<file path="config.mk">
export PLATFORM = sky130hd
export DESIGN_NAME = radio_reg_loader
export DESIGN_NICKNAME = d
export VERILOG_FILES = /design/src/rtl/radio_ldr_pkg.sv /design/src/rtl/radio_word_select.sv /design/src/rtl/radio_bit_shifter.sv /design/src/rtl/radio_reg_loader.sv
export SDC_FILE = /design/constraint.sdc
export NUM_CORES = 1
export LEC_CHECK = 0
export BUFFER_PORTS_ARGS = -buffer_cell sky130_fd_sc_hd__buf_2
export CORE_MARGIN = 8
export CORE_UTILIZATION = 45
export DETAILED_ROUTE_END_ITERATION = 16
export PLACE_DENSITY_LB_ADDON = 0.05
export SLEW_MARGIN = 20
export SYNTH_ARGS = -nofsm -noshare
export SYNTH_HDL_FRONTEND = slang
export SYNTH_HIERARCHICAL = 1
export SYNTH_SLANG_ARGS = --single-unit
</file>
<file path="constraint.sdc">
create_clock -name clk -period 8.42 [get_ports clk]
set_input_delay 0 -clock clk [delete_from_list [all_inputs] [get_ports clk]]
set_output_delay 0 -clock clk [all_outputs]
set_load 0.05 [all_outputs]
</file>
<file path="src/rtl/radio_ldr_pkg.sv">
package radio_ldr_pkg;
  localparam int WORD_W = 32;
  localparam int NB_W   = 3;
  localparam int BIDX_W = $clog2(WORD_W);

  typedef enum logic [1:0] {
    OP_RAW     = 2'd0,
    OP_KEY_OFF = 2'd1,
    OP_KEY_ON  = 2'd2,
    OP_INIT    = 2'd3
  } op_e;

  typedef struct packed {
    logic [WORD_W-1:0] word;
    logic [NB_W-1:0]   nbytes;
  } reg_word_t;

  // stored selector: 0 synth, 1 clocking, 2 power low, 3 power high
  function automatic reg_word_t stored_word(input logic [1:0] sel);
    reg_word_t r;
    case (sel)
      2'd0:    r = '{word: 32'h7139_33A0, nbytes: 3'd4};
      2'd1:    r = '{word: 32'h0002_9011, nbytes: 3'd3};
      2'd2:    r = '{word: 32'h800F_00D2, nbytes: 3'd4};
      default: r = '{word: 32'h800F_7ED2, nbytes: 3'd4};
    endcase
    return r;
  endfunction

  // start-up order: synth, clocking, power high, power low
  function automatic logic [1:0] init_sel(input logic [1:0] step);
    case (step)
      2'd0:    return 2'd0;
      2'd1:    return 2'd1;
      2'd2:    return 2'd3;
      default: return 2'd2;
    endcase
  endfunction
endpackage

</file>
<file path="src/rtl/radio_word_select.sv">
module radio_word_select
  import radio_ldr_pkg::*;
(
  input  op_e                op,
  input  logic [1:0]         step,
  input  logic [WORD_W-1:0]  raw_word,
  input  logic [NB_W-1:0]    raw_nbytes,
  output reg_word_t          sel_word
);
  always_comb begin
    case (op)
      OP_RAW:     sel_word = '{word: raw_word, nbytes: raw_nbytes};
      OP_KEY_OFF: sel_word = stored_word(2'd2);
      OP_KEY_ON:  sel_word = stored_word(2'd3);
      default:    sel_word = stored_word(init_sel(step));
    endcase
  end
endmodule

</file>
<file path="src/rtl/radio_bit_shifter.sv">
module radio_bit_shifter
  import radio_ldr_pkg::*;
#(
  parameter int DIV_W = 8
) (
  input  logic              clk,
  input  logic              rst,
  input  logic              start,
  input  reg_word_t         in_word,
  input  logic [DIV_W-1:0]  hp,
  output logic              sclk,
  output logic              sdata,
  output logic              slatch,
  output logic              word_done,
  output logic              active
);
  localparam int CNT_W = DIV_W + 1;

  typedef enum logic [1:0] {S_IDLE, S_LOW, S_HIGH, S_LATCH} st_e;
  st_e                st_q;
  logic [CNT_W-1:0]   cnt_q;
  logic [BIDX_W-1:0]  bit_q;
  logic [WORD_W-1:0]  word_q;

  logic [CNT_W-1:0]   half_m1, latch_m1;
  logic [BIDX_W-1:0]  first_bit;
  assign half_m1   = {1'b0, hp} - 1'b1;
  assign latch_m1  = {hp, 1'b0} - 1'b1;
  assign first_bit = BIDX_W'({in_word.nbytes, 3'b000} - 1'b1);
  assign active    = (st_q != S_IDLE);

  always_ff @(posedge clk) begin
    if (rst) begin
      st_q      <= S_IDLE;
      cnt_q     <= '0;
      bit_q     <= '0;
      word_q    <= '0;
      sclk      <= 1'b0;
      sdata     <= 1'b0;
      slatch    <= 1'b0;
      word_done <= 1'b0;
    end else begin
      word_done <= 1'b0;
      case (st_q)
        S_IDLE: if (start) begin
          word_q <= in_word.word;
          bit_q  <= first_bit;
          sdata  <= in_word.word[first_bit];
          sclk   <= 1'b0;
          cnt_q  <= half_m1;
          st_q   <= S_LOW;
        end
        S_LOW: if (cnt_q == '0) begin
          sclk  <= 1'b1;
          cnt_q <= half_m1;
          st_q  <= S_HIGH;
        end else cnt_q <= cnt_q - 1'b1;
        S_HIGH: if (cnt_q == '0) begin
          sclk <= 1'b0;
          if (bit_q == '0) begin
            slatch <= 1'b1;
            cnt_q  <= latch_m1;
            st_q   <= S_LATCH;
          end else begin
            bit_q <= bit_q - 1'b1;
            sdata <= word_q[bit_q - 1'b1];
            cnt_q <= half_m1;
            st_q  <= S_LOW;
          end
        end else cnt_q <= cnt_q - 1'b1;
        default: if (cnt_q == '0) begin
          slatch    <= 1'b0;
          word_done <= 1'b1;
          st_q      <= S_IDLE;
        end else cnt_q <= cnt_q - 1'b1;
      endcase
    end
  end
endmodule

</file>
<file path="src/rtl/radio_reg_loader.sv">
module radio_reg_loader
  import radio_ldr_pkg::*;
#(
  parameter int DIV_W = 8
) (
  input  logic              clk,
  input  logic              rst,
  input  logic [DIV_W-1:0]  half_period,
  input  logic              cmd_valid,
  input  logic [1:0]        cmd_op,
  input  logic [31:0]       cmd_word,
  input  logic [2:0]        cmd_nbytes,
  output logic              busy,
  output logic              done,
  output logic              ser_clk,
  output logic              ser_data,
  output logic              ser_latch,
  output logic              chip_en
);
  op_e               op_q;
  logic [1:0]        step_q;
  logic [WORD_W-1:0] raw_q;
  logic [NB_W-1:0]   rawn_q;
  logic [DIV_W-1:0]  hp_q;
  logic              pend_q;
  logic              accept, len_ok, word_done, sh_active;
  logic [1:0]        last_step;
  reg_word_t         cur_word;

  assign len_ok    = (cmd_nbytes == 3'd3) || (cmd_nbytes == 3'd4);
  assign accept    = cmd_valid && !busy && (op_e'(cmd_op) != OP_RAW || len_ok);
  assign last_step = (op_q == OP_INIT) ? 2'd3 : 2'd0;

  radio_word_select u_sel (
    .op(op_q), .step(step_q), .raw_word(raw_q), .raw_nbytes(rawn_q),
    .sel_word(cur_word)
  );

  radio_bit_shifter #(.DIV_W(DIV_W)) u_shift (
    .clk(clk), .rst(rst), .start(pend_q), .in_word(cur_word), .hp(hp_q),
    .sclk(ser_clk), .sdata(ser_data), .slatch(ser_latch),
    .word_done(word_done), .active(sh_active)
  );

  always_ff @(posedge clk) begin
    if (rst) begin
      busy    <= 1'b0;
      done    <= 1'b0;
      chip_en <= 1'b0;
      pend_q  <= 1'b0;
      op_q    <= OP_RAW;
      step_q  <= '0;
      raw_q   <= '0;
      rawn_q  <= '0;
      hp_q    <= DIV_W'(1);
    end else begin
      done <= 1'b0;
      if (accept) begin
        busy   <= 1'b1;
        pend_q <= 1'b1;
        op_q   <= op_e'(cmd_op);
        step_q <= '0;
        raw_q  <= cmd_word;
        rawn_q <= cmd_nbytes;
        hp_q   <= (half_period == '0) ? DIV_W'(1) : half_period;
        if (op_e'(cmd_op) == OP_INIT) chip_en <= 1'b1;
      end else if (pend_q && !sh_active) begin
        pend_q <= 1'b0;
      end
      if (word_done) begin
        if (step_q == last_step) begin
          busy <= 1'b0;
          done <= 1'b1;
        end else begin
          step_q <= step_q + 1'b1;
          pend_q <= 1'b1;
        end
      end
    end
  end
endmodule

</file>
# Yosys cells after proc, flatten, opt, wreduce, memory -nomap -nowiden
# Index checks and enable logic that the tools add are counted.
# op_classes
n_addsub	6
magnitude_cmp	2
eq_ne	19
mux	49
n_bitwise	2
reduce_logical	30
# ops
cell	n
one-hot mux 35 bit (3 select lines)	2
2-to-1 mux 9 bit	5
one-hot mux 9 bit (3 select lines)	1
2-to-1 mux 2 bit	10
2-to-1 mux 1 bit	19
subtractor 9 x 1 -> 9 bit, second input constant	2
2-to-1 mux 5 bit	3
equality test 2 bit, second input constant	6
less-than comparator 5 x 6 -> 1 bit, second input constant	2
one-hot mux 2 bit (3 select lines)	2
AND reduction 4 bit	3
binary-select mux 1 bit (select 5 bit)	2
one-hot mux 5 bit (2 select lines)	1
subtractor 5 x 1 -> 5 bit, second input constant	2
zero test 9 bit	1
subtractor 8 x 1 -> 9 bit, second input constant	1
equality test 2 x 1 -> 1 bit, second input constant	4
zero test 2 bit	4
zero test 8 bit	1
2-to-1 mux 8 bit	1
nonzero test 2 bit	4
inequality test 2 x 1 -> 1 bit, second input constant	3
AND reduction 2 bit	3
zero test 5 bit	1
17 further kinds	25
# word_totals
ff_bits	103
input_bits	48
output_inout_bits	6
word_cells	125

# Logic depth before layout (Yosys ltp)
# Gate-level depths: netlist (run 1).
# depth
depth_word	11
ltp_mapped	11
mapped_depth_nobuf	8

# Modules after synthesis
# The synthesis (run 1) kept the hierarchy.
# by_module_without_submodules
module	n_inst	cells_each	area_each_um2	seq_area_each_um2
radio_bit_shifter	1	382	3022.9	1041.0
radio_reg_loader	1	229	2062.0	1021.0
radio_word_select	1	73	444.2	0.0

# Worst setup path after synthesis (run 1)
# OpenSTA, ideal clock, no wires.
# synth_path
kind	flip-flop to flip-flop
startpoint	register u_shift.bit_q[0]
endpoint	register u_shift.sdata
setup_ns	0.137
arrival_ns	2.542
required_ns	8.283
setup_slack_ns	5.742
stages_incl_launch_ff	10
path_buffers	2
period_less_slack_ns	2.678
path_cell_list	dfxtp_1 -> buf_2 -> inv_1 -> ha_1 -> buf_1 -> mux4_2 -> mux4_2 -> mux2i_1 -> or2_2 -> a311oi_1
# synth_between
elab_chain_cells	6
word_cells_on_any_way	9
cone_classes	add/sub (1); eq/ne (1); mux (5); reduce/logical (2)
# synth_lines
item	line	text
from (decl)	radio_bit_shifter.sv:22	logic [BIDX_W-1:0] bit_q;
from (signal assigned)	radio_bit_shifter.sv:47	bit_q <= first_bit;
from (signal assigned)	radio_bit_shifter.sv:65	bit_q <= bit_q - 1'b1;
subtractor 5 x 1 -> 5 bit	radio_bit_shifter.sv:66	sdata <= word_q[bit_q - 1'b1];
binary-select mux 1 bit (select 5 bit)	radio_bit_shifter.sv:66	
2-to-1 mux 1 bit (implied by the code)	radio_bit_shifter.sv:66	
2-to-1 mux 1 bit	radio_bit_shifter.sv:60	if (bit_q == '0) begin
2-to-1 mux 1 bit	radio_bit_shifter.sv:58	S_HIGH: if (cnt_q == '0) begin
one-hot mux 1 bit (2 select lines)	radio_bit_shifter.sv:44	case (st_q)
to (signal assigned)	radio_bit_shifter.sv:48	sdata <= in_word.word[first_bit];
to (signal assigned)	radio_bit_shifter.sv:66	
to (decl)	radio_bit_shifter.sv:12	output logic sdata,
# Parallel ways exist; a longest one is shown, timed or not. The select of a mux whose other input is x is not followed.
# A chain may end at the register's enable or synchronous reset.

# Final worst setup path (run 1)
# layout_path
startpoint	register u_shift.st_q[1]
endpoint	register u_shift.bit_q[2]
# layout_between
elab_chain_cells	3
word_cells_on_any_way	8
cone_classes	eq/ne (4); mux (1); reduce/logical (3)
# layout_lines
item	line	text
from (decl)	radio_bit_shifter.sv:20	st_e st_q;
from (signal assigned)	radio_bit_shifter.sv:34	st_q <= S_IDLE;
from (signal assigned)	radio_bit_shifter.sv:51	st_q <= S_LOW;
from (signal assigned)	radio_bit_shifter.sv:56	st_q <= S_HIGH;
equality test 2 bit / zero test 2 bit (equally long branches)	radio_bit_shifter.sv:44	
inequality test 2 bit (no line), or another cell as far along	--	
AND reduction 4 bit (no line)	--	
# Parallel ways exist; a longest one is shown, timed or not.

==> metrics, run 1 <==
status=complete, no violations; DIE WIDTH=about 130 um; startpoint types=flop; Die ar.=0.0160 mm2; cell total after placement=about 830; Max Cap Viol=0; Core Footprint=0.0120 mm2; Slew @ Worst Pin=between 1 and 1.5 ns; CP Class=reg2reg; average size of a mapped cell=8.09 um2; nets=798; largest net degree at the start of global routing=91; layout cell share with drive strength beyond 1=0.134; commonest non-fill, non-tap cell in the layout=nand2_1; clk slew on worst S/H paths=0.07 ns; worst hold path type=in2reg; GRT Resource Usage Total=0.184; most frequent cells in the layout=nand2_1 (191), dfxtp_1 (102), a21oi_1 (64); Worst Setup End Kind=flop; Final Max Tran Viols=0; via count=between 4000 and 5000; via/cell ratio=roughly 5.5; FF/Latch Area=0.00204 mm2; PortBufs=53; CTS tree=done; first-pass GRT wire length=24200 um; CTS root buffer=clkbuf_16; syn nets=733; Final Critical Period=around 3.1 ns; Leakage=0.00258 uW; unrepaired setup endpoints after global routing=false; f_max=between 0.3 and 0.4 GHz; TritonCTS Sinks=102; n_diodes=0; Antenna Nets Post-Route=0; chip height=126 um; skew final=0.00670 ns; Syn Std Cell Area=0.00548 mm2; Total Wirelength=14100 um; DR pass1 iterations=5; std cell rows=40; DR iter-0 viols=276; Setup Viol. Count Final=0; Final period util=0.372; DRC errors left=0; Place WS=5.38 ns; H-tree depth=3; post-route setup TNS=0 ns; routability cong.=0.837; Num CTS Buffers=9; Fin. Hold Viols=0; Crit Path Max Fanout=21; fillers=1108; CP Data Required Time=8.69 ns; final worst slack=5.29 ns; worst path arrival time=3.40 ns; post-DP HPWL=9450 um; Cell Count, Final, Fillers Out=895; Clock Latency Late Sink=0.36 ns; pwr dens=214 mW/mm2; Synth Instances=678; setup repair bufs after CTS=0; Slew HR=0.313; maximum VDD drop=approximately 140 uV; WL per Instance=15.8 um; GR Overflow Total=0; vias in the first global route=approximately 4800; reg-to-reg slack, setup=5.29 ns; synthesis-to-layout area growth=18.6%; initial antenna violation count=0; synthesis warning total=6; Multi-input gate area=0.00315 mm2; hold_ws=between 0.2 and 0.25 ns; Initial Utilization=0.458; io pins=54; maximum root-to-sink buffer count=2
-- metrics by stage --
| stage | power, uW | util | area, um2 |
|---|---|---|---|
| floorplan | 875 | - | 5480 |
| global placement | 947 | 0.480 | 5740 |
| detailed placement | 951 | 0.480 | 5740 |
| CTS | 1400 | 0.543 | 6490 |
| global route | 1470 | 0.544 | 6500 |
| finish | 1390 | 0.544 | 6500 |
-- worst max-delay path: stages, from the launching register on --
cell	delay [ns]
dfxtp_1	0.85
clkinv_1	0.47
nor2_1	0.81
a21oi_1	0.27
a21oi_4	0.31
a21oi_1	0.10
a311oi_1	0.23
-- cell type report --
cell class / instances / share of cell area
clock buffer: 11 / 0.0358
inverter: 15 / 0.00866
timing repair buffer: 105 / 0.118
clock inverter: 5 / 0.0110
sequential: 102 / 0.314
tap: 147 / 0.0283
multi-input combinational: 510 / 0.484
-- sequential cells by signal, summed over array words and instances, names as in the netlist --
name / count
busy: 1
chip_en: 1
done: 1
hp_q: 8
op_q: 2
pend_q: 1
raw_q: 32
rawn_q: 2
step_q: 2
u_shift/bit_q: 5
u_shift/cnt_q: 9
u_shift/sclk: 1
u_shift/sdata: 1
u_shift/slatch: 1
u_shift/st_q: 2
u_shift/word_done: 1
u_shift/word_q: 32
-- final timing paths --
path,from,end,cells after the start
setup / recovery,u_shift/st_q[1],u_shift/bit_q[2],6
setup reg to reg,u_shift/st_q[1],u_shift/bit_q[2],6
hold reg to reg,u_shift/word_q[24],u_shift/word_q[24],2
hold / removal,rst,chip_en,3
-- where the power goes --
group | total (uW) | internal [uW] | switching (uW)
Clock | 430 | 234 | 196
Combinational | 401 | 167 | 235
Sequential | 561 | 517 | 43.7
-- routing by layer --
metal  vias up  GRT usage  wire [um]
met3        19     0.0427        467
li1       2484          -          -
met5         -          0          0
met1      2333      0.230       6680
met4         0     0.0587        212
met2        95      0.308       6750
-- what timing repair did --
item	CTS	global route
gates resized for setup	0	0
hold buffers	45	0
endpoints found under the hold margin	46	0
setup endpoints to repair	0	0
Power figures use the tool's default switching activity.
==> run 2, diff against run 1 <==
--- a/config.mk
+++ b/config.mk
@@ -5,6 +5,7 @@
 export SDC_FILE = /design/constraint.sdc
 export NUM_CORES = 1
 export LEC_CHECK = 0
+export ABC_AREA = 1
 export BUFFER_PORTS_ARGS = -buffer_cell sky130_fd_sc_hd__buf_2
 export CORE_MARGIN = 8
 export CORE_UTILIZATION = 45
==> constraint.sdc (replaced) <==
create_clock -name clk -period 3.3 [get_ports clk]
set_input_delay 0 -clock clk [delete_from_list [all_inputs] [get_ports clk]]
set_output_delay 0 -clock clk [all_outputs]
set_load 0.05 [all_outputs]
==> run 2 against run 1 <==
Global-route usage increased by 0.20 points. Sequential share of layout area increased by 0.19 points. Critical path depth increased by 6. Largest cell class unchanged. Routed wire length increased by 3.1%. Highest routed layer unchanged. Sequential power increased to 2.6 times the previous value. Non-clock buffer count decreased by 3.
==> metrics, run 2 <==
Antenna Nets Post-Route=0 (unchanged); met1 Usage GRT=0.247 (+0.0168); Crit Path Max Fanout=21 (unchanged); largest net degree at the start of global routing=49 (-46%); f_max=0.426 GHz (+33%); worst hold start=cmd_valid; GRT met2 Usage=0.296 (-0.0113); vias in the first global route=5022 (+3.9%); CP Data Required Time=3.55 ns (-5.14 ns); Internal Pwr Total=2400 uW (+160%); Most Crowded Layer GR=met2; layout cell share with drive strength beyond 1=0.114 (-0.0201); CTS tree=done; worst hold path type=in2reg; Clock Latency Late Sink=0.35 ns (about the same); n_diodes=0 (unchanged); net switching power=1390 uW (+190%); Total Wirelength=14600 um (+3.1%); Syn Std Cell Area=0.00544 mm2 (-0.87%); biggest regs=raw_q x32, u_shift/word_q x32, u_shift/cnt_q x9; FF/Latch Area=0.00204 mm2 (unchanged); Worst R2R Start=u_shift/bit_q[0]; maximum VDD drop=294 uV (+110%); nets=974 (+22%); PortBufs=53 (unchanged); Cell Count, Final, Fillers Out=1071 (+20%); Synth Instances=840 (+24%); CTS root buffer=clkbuf_16; initial antenna violation count=0 (unchanged); Final period util=0.711 (+0.340); Leakage=0.00300 uW (+16%); Setup Viol. Count Final=0 (unchanged); CP Class=reg2reg; post-cts resize count=0 (unchanged); maximum root-to-sink buffer count=2 (unchanged); via count=5422 (+10%); Final Critical Period=2.35 ns (-0.781 ns); startpoint types=flop; Num CTS Buffers=9 (unchanged); post-DP HPWL=10400 um (+11%); first-pass GRT wire length=24600 um (+1.7%); Fin. Hold Viols=0 (unchanged); std cell rows=40 (unchanged); pwr dens=587 mW/mm2 (+170%); io pins=54 (unchanged); DR pass1 iterations=5 (unchanged); clk slew on worst S/H paths=0.07 ns (about the same); DIE WIDTH=126 um (-0.38%); Critical path origin=u_shift/bit_q[0]; synthesis-to-layout area growth=18.9%; via/cell ratio=5.06 (-8.1%); DRC errors left=0 (unchanged); Place WS=1.00 ns (-4.37 ns); Max Cap Viol=0 (unchanged); final worst slack=0.952 ns (-4.34 ns); chip height=126 um (-0.38%); GR Overflow Total=0 (unchanged); post-route setup TNS=0 ns (unchanged); status=complete, no violations; Initial Utilization=0.456 (-0.00207); TritonCTS Sinks=102 (unchanged); Final Max Tran Viols=0 (unchanged); DR iter-0 viols=437 (+58%); skew final=0.00766 ns (+0.000958 ns); Multi-input gate area=0.00285 mm2 (-9.3%); fillers=1193 (+7.7%); GRT Resource Usage Total=0.186 (+0.00200); syn nets=895 (+22%); most frequent cells in the layout=nor2_1 (180), nand2_1 (165), dfxtp_1 (102); Die ar.=0.0159 mm2 (-0.76%); synthesis warning total=6 (unchanged); worst path arrival time=2.60 ns (-0.80 ns); cell total after placement=1011 (+21%); Core Footprint=0.0119 mm2 (-0.42%); WL per Instance=13.6 um (-14%); Seq pwr share=0.386 (-0.017); combinational share of power=0.325 (+0.037); Slew @ Worst Pin=1.04 ns (+0.0112 ns); H-tree depth=3 (unchanged); routability cong.=0.900 (+7.5%); Worst Setup End Kind=flop; Clk network pwr share=0.289 (-0.020); Slew HR=0.307 (-0.00657); GR met3 Demand/Resource=0.0464 (+0.00368); commonest non-fill, non-tap cell in the layout=nor2_1; Core Util, Final=0.542 (-0.00108); unrepaired setup endpoints after global routing=false; Switching Share=0.367 (+0.0264); average size of a mapped cell=6.47 um2 (-20%)
-- run 2: worst paths after layout --
| kind | end | slack [ns] | cells after the start |
|---|---|---|---|
| max reg2reg | u_shift/sdata | 0.95 | 12 |
| min | chip_en | 0.05 | 5 |
| max | u_shift/sdata | 0.95 | 12 |
| min reg2reg | chip_en | 0.46 | 2 |
-- run 2: routing by layer --
layer / vias to the layer above / routed length [um]
met2: 128 / 6630
li1: 2843 / -
met4: 0 / 137
met3: 12 / 740
met5: - / 0
met1: 2439 / 7050
-- run 2: cell type report --
| class | count | share of cell area |
|---|---|---|
| clock inverter | 5 | 0.00988 |
| clock buffer | 11 | 0.0376 |
| inverter | 88 | 0.0515 |
| sequential | 102 | 0.316 |
| multi-input combinational | 616 | 0.442 |
| tap | 147 | 0.0285 |
| timing repair buffer | 102 | 0.115 |
-- run 2: repair_timing --
item | CTS | global route
buffers inserted | 0 | 0
hold buffers | 44 | 0
hold endpoints to repair | 45 | 0
-- run 2: power groups by stage --
stage	Clock [uW]	Sequential [uW]	Combinational [uW]
6_report	1100	1460	1230
3_3_place_gp	0	1490	1170
5_1_grt	1170	1480	1400
3_5_place_dp	0	1490	1180
2_1_floorplan	0	1480	902
4_1_cts	1130	1460	1220
-- run 2: through the flow --
stage | area, um2 | hold slack [ns] | power, uW
after floorplan | 5440 | 0.0624 | 2390
after global placement | 5710 | 0.234 | 2660
after detailed placement | 5710 | 0.245 | 2670
after CTS | 6460 | 0.0254 | 3820
after global routing | 6460 | 0.0760 | 4060
final | 6460 | 0.0507 | 3800
-- run 2: worst max-delay path, cell delays in order, from the launching register on --
cell and delay, ns:
dfxtp_1 0.31, buf_4 0.21, inv_1 0.25, ha_1 0.51
clkinv_1 0.31, nand3_1 0.20, nand3_1 0.09, nand3_1 0.10
nand2_1 0.06, nand2_1 0.05, nand3_1 0.07, nand2_1 0.06
inv_1 0.03
